## config.mk

```make
export PLATFORM = sky130hd
export DESIGN_NAME = gpio_evt_unit
export DESIGN_NICKNAME = d
export VERILOG_FILES = /design/src/rtl/gpev_pkg.sv /design/src/rtl/gpev_enables.sv /design/src/rtl/gpev_detect.sv /design/src/rtl/gpev_irq_group.sv /design/src/rtl/gpio_evt_unit.sv
export SDC_FILE = /design/constraint.sdc
export NUM_CORES = 1
export LEC_CHECK = 0
export BUFFER_PORTS_ARGS = -buffer_cell sky130_fd_sc_hd__buf_4
export CAP_MARGIN = 10
export CORE_MARGIN = 2
export CORE_UTILIZATION = 40
export CTS_CLUSTER_SIZE = 16
export DETAILED_ROUTE_END_ITERATION = 6
export GPL_TIMING_DRIVEN = 0
export PLACE_DENSITY = 0.57
export SETUP_SLACK_MARGIN = 0.02
export SLEW_MARGIN = 25
export SYNTH_ARGS = -nofsm -noshare
export SYNTH_HDL_FRONTEND = slang
export SYNTH_HIERARCHICAL = 1
export SYNTH_SLANG_ARGS = --single-unit
```

## constraint.sdc

```tcl
create_clock -name clk -period 13.4 [get_ports clk]
set_clock_uncertainty 0.2 [all_clocks]
set_input_delay 2.01 -clock clk [delete_from_list [all_inputs] [get_ports clk]]
set_output_delay 2.01 -clock clk [all_outputs]
set_load 0.02 [all_outputs]
```

## src/rtl/gpev_pkg.sv

```systemverilog
package gpev_pkg;

    localparam int WORD_W = 32;
    localparam int ADDR_W = 8;

    // Byte offsets of bank 0 of each per-pin word; bank n sits 4*n above.
    localparam logic [ADDR_W-1:0] OFS_STATUS = 8'h40;
    localparam logic [ADDR_W-1:0] OFS_RISE   = 8'h4C;
    localparam logic [ADDR_W-1:0] OFS_FALL   = 8'h58;
    localparam logic [ADDR_W-1:0] OFS_HIGH   = 8'h64;
    localparam logic [ADDR_W-1:0] OFS_LOW    = 8'h70;
    localparam logic [ADDR_W-1:0] OFS_ARISE  = 8'h7C;
    localparam logic [ADDR_W-1:0] OFS_AFALL  = 8'h88;

    typedef enum logic [2:0] {
        RK_NONE, RK_STATUS, RK_RISE, RK_FALL,
        RK_HIGH, RK_LOW, RK_ARISE, RK_AFALL
    } reg_kind_e;

    typedef struct packed {
        reg_kind_e  kind;
        logic [1:0] bank;
    } reg_sel_t;

    function automatic logic in_win(input logic [ADDR_W-1:0] a,
                                    input logic [ADDR_W-1:0] base,
                                    input int banks);
        return (a >= base) && (int'(a - base) < 4 * banks);
    endfunction

    function automatic reg_sel_t decode_addr(input logic [ADDR_W-1:0] a,
                                             input int banks);
        reg_sel_t s;
        logic [ADDR_W-1:0] base;
        s.kind = RK_NONE;
        base   = '0;
        if (a[1:0] == 2'b00) begin
            if      (in_win(a, OFS_STATUS, banks)) begin s.kind = RK_STATUS; base = OFS_STATUS; end
            else if (in_win(a, OFS_RISE,   banks)) begin s.kind = RK_RISE;   base = OFS_RISE;   end
            else if (in_win(a, OFS_FALL,   banks)) begin s.kind = RK_FALL;   base = OFS_FALL;   end
            else if (in_win(a, OFS_HIGH,   banks)) begin s.kind = RK_HIGH;   base = OFS_HIGH;   end
            else if (in_win(a, OFS_LOW,    banks)) begin s.kind = RK_LOW;    base = OFS_LOW;    end
            else if (in_win(a, OFS_ARISE,  banks)) begin s.kind = RK_ARISE;  base = OFS_ARISE;  end
            else if (in_win(a, OFS_AFALL,  banks)) begin s.kind = RK_AFALL;  base = OFS_AFALL;  end
        end
        s.bank = 2'((a - base) >> 2);
        return s;
    endfunction

endpackage

```

## src/rtl/gpev_enables.sv

```systemverilog
module gpev_enables
    import gpev_pkg::*;
#(
    parameter int NUM_PINS = 54
) (
    input  logic                clk,
    input  logic                rst,
    input  logic                wr_en,
    input  reg_sel_t            sel,
    input  logic [WORD_W-1:0]   wdata,
    output logic [NUM_PINS-1:0] en_rise,
    output logic [NUM_PINS-1:0] en_fall,
    output logic [NUM_PINS-1:0] en_high,
    output logic [NUM_PINS-1:0] en_low,
    output logic [NUM_PINS-1:0] en_arise,
    output logic [NUM_PINS-1:0] en_afall
);

    always_ff @(posedge clk) begin
        if (rst) begin
            en_rise  <= '0;
            en_fall  <= '0;
            en_high  <= '0;
            en_low   <= '0;
            en_arise <= '0;
            en_afall <= '0;
        end else if (wr_en) begin
            for (int p = 0; p < NUM_PINS; p++) begin
                if (int'(sel.bank) == p / WORD_W) begin
                    case (sel.kind)
                        RK_RISE:  en_rise[p]  <= wdata[p % WORD_W];
                        RK_FALL:  en_fall[p]  <= wdata[p % WORD_W];
                        RK_HIGH:  en_high[p]  <= wdata[p % WORD_W];
                        RK_LOW:   en_low[p]   <= wdata[p % WORD_W];
                        RK_ARISE: en_arise[p] <= wdata[p % WORD_W];
                        RK_AFALL: en_afall[p] <= wdata[p % WORD_W];
                        default: ;
                    endcase
                end
            end
        end
    end

endmodule

```

## src/rtl/gpev_detect.sv

```systemverilog
module gpev_detect #(
    parameter int NUM_PINS = 54
) (
    input  logic                clk,
    input  logic                rst,
    input  logic [NUM_PINS-1:0] pin_lvl,
    input  logic [NUM_PINS-1:0] en_rise,
    input  logic [NUM_PINS-1:0] en_fall,
    input  logic [NUM_PINS-1:0] en_high,
    input  logic [NUM_PINS-1:0] en_low,
    input  logic [NUM_PINS-1:0] clr_mask,
    output logic [NUM_PINS-1:0] status,
    output logic [NUM_PINS-1:0] evt
);

    logic [NUM_PINS-1:0] lvl_q;

    // Previous level; loaded during reset too so no false edge follows it.
    always_ff @(posedge clk) lvl_q <= pin_lvl;

    always_comb begin
        evt = (en_rise & pin_lvl & ~lvl_q)
            | (en_fall & ~pin_lvl & lvl_q)
            | (en_high & pin_lvl)
            | (en_low  & ~pin_lvl);
    end

    always_ff @(posedge clk) begin
        if (rst) status <= '0;
        else     status <= (status & ~clr_mask) | evt;
    end


    status_fall_chk: assert property (@(posedge clk) disable iff (rst)
        (($past(status) & ~status & ~$past(clr_mask)) == '0));


    evt_wins_chk: assert property (@(posedge clk) disable iff (rst)
        (($past(evt) & ~status) == '0));


    rise_seen_chk: assert property (@(posedge clk) disable iff (rst)
        (($past(en_rise) & $past(pin_lvl) & ~$past(pin_lvl, 2) & ~status) == '0));


    level_hold_chk: assert property (@(posedge clk) disable iff (rst)
        (($past(en_high) & $past(pin_lvl) & ~status) == '0));

endmodule

```

## src/rtl/gpev_irq_group.sv

```systemverilog
module gpev_irq_group #(
    parameter int NUM_PINS = 54,
    parameter int FIRST_B  = 28,
    parameter int FIRST_C  = 46
) (
    input  logic [NUM_PINS-1:0] status,
    output logic [2:0]          irq
);

    for (genvar g = 0; g < 3; g++) begin : g_line
        localparam int LO = (g == 0) ? 0 : (g == 1) ? FIRST_B : FIRST_C;
        localparam int HI = (g == 0) ? FIRST_B - 1 : (g == 1) ? FIRST_C - 1 : NUM_PINS - 1;
        assign irq[g] = |status[HI:LO];
    end

endmodule

```

## src/rtl/gpio_evt_unit.sv

```systemverilog
module gpio_evt_unit
    import gpev_pkg::*;
#(
    parameter int NUM_PINS = 54,
    parameter int FIRST_B  = 28,
    parameter int FIRST_C  = 46
) (
    input  logic                clk,
    input  logic                rst,
    input  logic                bus_wr,
    input  logic [ADDR_W-1:0]   bus_addr,
    input  logic [WORD_W-1:0]   bus_wdata,
    output logic [WORD_W-1:0]   bus_rdata,
    input  logic [NUM_PINS-1:0] pin_lvl,
    output logic [2:0]          irq
);

    localparam int BANKS = (NUM_PINS + WORD_W - 1) / WORD_W;

    reg_sel_t            sel;
    logic [NUM_PINS-1:0] en_rise, en_fall, en_high, en_low, en_arise, en_afall;
    logic [NUM_PINS-1:0] clr_mask, status, evt;

    assign sel = decode_addr(bus_addr, BANKS);

    always_comb begin
        for (int p = 0; p < NUM_PINS; p++) begin
            clr_mask[p] = bus_wr && (sel.kind == RK_STATUS)
                       && (int'(sel.bank) == p / WORD_W) && bus_wdata[p % WORD_W];
        end
    end

    gpev_enables #(.NUM_PINS(NUM_PINS)) u_enables (
        .clk(clk), .rst(rst), .wr_en(bus_wr), .sel(sel), .wdata(bus_wdata),
        .en_rise(en_rise), .en_fall(en_fall), .en_high(en_high), .en_low(en_low),
        .en_arise(en_arise), .en_afall(en_afall)
    );

    gpev_detect #(.NUM_PINS(NUM_PINS)) u_detect (
        .clk(clk), .rst(rst), .pin_lvl(pin_lvl),
        .en_rise(en_rise), .en_fall(en_fall), .en_high(en_high), .en_low(en_low),
        .clr_mask(clr_mask), .status(status), .evt(evt)
    );

    gpev_irq_group #(.NUM_PINS(NUM_PINS), .FIRST_B(FIRST_B), .FIRST_C(FIRST_C)) u_irq (
        .status(status), .irq(irq)
    );

    always_comb begin
        bus_rdata = '0;
        for (int p = 0; p < NUM_PINS; p++) begin
            if (int'(sel.bank) == p / WORD_W) begin
                case (sel.kind)
                    RK_STATUS: bus_rdata[p % WORD_W] = status[p];
                    RK_RISE:   bus_rdata[p % WORD_W] = en_rise[p];
                    RK_FALL:   bus_rdata[p % WORD_W] = en_fall[p];
                    RK_HIGH:   bus_rdata[p % WORD_W] = en_high[p];
                    RK_LOW:    bus_rdata[p % WORD_W] = en_low[p];
                    RK_ARISE:  bus_rdata[p % WORD_W] = en_arise[p];
                    RK_AFALL:  bus_rdata[p % WORD_W] = en_afall[p];
                    default: ;
                endcase
            end
        end
    end


    irq_follows_chk: assert property (@(posedge clk) disable iff (rst)
        (|$past(evt)) |-> (irq != 3'b000));

endmodule

```

==> impl_results.md <==
- Routed vias: 17200
- Final hold vios: 0
- Power per cell area: 118 nW/um^2
- FILL cells: 5192
- Crit Path Class: in2out
- Syn Std Cell Area: 22100 um^2
- Share of layout cells above drive strength 1: 20.8%
- CP cell instances: buf_4, buf_6, buf_4, inv_1, ha_1, and3_1, ha_1, or3_1, clkbuf_1, nor3_1, nand2b_1, buf_4, clkbuf_1, o221ai_1, a22o_1, buf_4
- Clk Latency, worst-skew pair: 0.60 ns
- Setup-failing EPs final: 0
- Hold path depth: 2
- Total routed wirelength: 78000 um
- Final non-filler cell total: 3017
- Gr ovfl total: 0
- CP top delay family: buffers and inverters
- Num Clock Sinks: 432
- F_max: 114 MHz
- Part of the cycle the worst path needs: 65.6%
- Total GRT Usage: 27.0%
- Maximum root-to-sink buffer count: 3
- Routability cong.: 0.846
- Post-Syn Nets: 2206
- R2R depth: 3
- Status: finished with violations
- Buffers on Ports: 130
- Vias/cell: 5.70
- Setup TNS: 0 ns
- Worst-case vdd ir drop: 0.0890 mV
- Min Tclk post-route: 8.79 ns
- Core Rows: 86
- Die width: 239 um
- Max cap viols: 0
- Worst-path clk slew: 0.06 ns
- Critical path endpoint category: output pin
- Post-CTS sizing: 0
- Setup Fix Bufs, Post-CTS: 0
- Slowest library cell on the worst path: nor3_1
- Vias in the first global route: 17200
- # DRC: 11
- RSZ-0062 raised after global routing: no
- Mapped Cells: 2094
- Lkg Pwr: 11.7 nW
- Synth warn: 6
- Crit-path max cell delay: 0.71 ns
- Max_slew headroom: 24.3%
- Wire length per cell: 25.9 um
- Die area: 57100 um^2
- HPWL Detailed: 54800 um
- Most frequent CP cell: buf_4
- Crit path max fanout: 10
- CP Depth: 16
- Area Growth Syn to Fin: 15.7%
- Critical path data required time: 11.19 ns
- TritonCTS clock tree: yes
- H-Tree Depth: 2
- Slew Viols, Final: 0
- Clock Root Buffer: clkbuf_16
- I/O pins: 132
- Core area: 54900 um^2
- Failing checks: DRC
- Worst-Margin Slew: 1.14 ns
- CP Buf/Inv Count: 8
- Die height: 239 um
- WHS: 0.277 ns
- Antenna Nets Post-Route: 0
- TritonRoute pass-1 iters: 7
- WP data arrival: 6.58 ns
- Startpoint types: input pin
- Initial antenna violation count: 1
- Largest net degree at the start of global routing: 13
- First-pass GRT wire length: 114000 um
- Post-synthesis average cell area: 10.5 um^2
- Initial core utilization: 40.2%
- CTS Hold Bufs: 0
- Cts bufs inserted: 50
- DRT iter0 DRCs: 1412
- Total Nets Final: 2388
- Worst min path class: reg2reg
- Placed Cells: 2928
[registers in the layout, summed over array words and instances, names as in the netlist]
signal and count:
u_detect/lvl_q 54, u_detect/status 54, u_enables/en_afall 54, u_enables/en_arise 54, u_enables/en_fall 54, u_enables/en_high 54, u_enables/en_low 54, u_enables/en_rise 54
[through the flow]
stage | setup WS, ns | total power [mW] | area [um^2] | utilization, %
2_1_floorplan | 5.98 | 1.54 | 22100 | -
3_3_place_gp | 4.75 | 1.67 | 23900 | 43.6
3_5_place_dp | 4.70 | 1.67 | 23900 | 43.6
4_1_cts | 4.69 | 3.04 | 25600 | 46.6
5_1_grt | 4.46 | 3.11 | 25600 | 46.6
6_report | 4.61 | 3.03 | 25600 | 46.6
[layer usage]
layer | global-route usage [%] | routed length [um] | vias up
met5 | 0 | 0 | -
met4 | 8.45 | 2360 | 0
met3 | 4.56 | 5180 | 138
met2 | 43.4 | 35400 | 625
met1 | 36.9 | 35000 | 8580
li1 | - | - | 7851
[final cells by class]
cell class                 instances  area (um^2)  share of cell area (%)
multi-input combinational       1488        12400                    48.6
sequential                       432         8650                    33.8
inverter                          16         67.6                   0.264
clock inverter                     8          146                   0.573
timing repair buffer             130          976                    3.82
clock buffer                      79         1460                    5.72
tap                              704          881                    3.45
buffer                           158          963                    3.77
antenna                            2         5.00                  0.0196
[cell usage in the layout (no fill, tap or decap), types with 51 or more instances in the layout]
cell       count
and2_1        57
o21ai_2       54
dfxtp_1      432
and2b_1       53
clkbuf_16     51
nand2b_4      53
a211o_1       55
a21oi_2       55
buf_4        147
clkbuf_1     101
nand2b_1     415
mux2i_1      415
[report_power, final]
group          internal (mW)  switching [mW]
clock                  0.819           0.561
combinational          0.122           0.193
sequential              1.31          0.0225
[worst min-delay path, delay by kind of cell (launching register included)]
kind / cells / cell delay [ns]
mux: 1 / 0.06
flops: 1 / 0.31
simple gates: 1 / 0.06
[path summary, 6_finish.rpt]
path | endpoint | slack (ns) | startpoint
min reg2reg | u_enables/en_arise[12] | 0.28 | u_enables/en_arise[12]
min | u_enables/en_arise[12] | 0.28 | u_enables/en_arise[12]
max reg2reg | u_detect/status[38] | 12.32 | u_enables/en_fall[38]
max | bus_rdata[2] | 4.61 | bus_addr[6]
No activity file was read; power rests on OpenSTA's default activity.
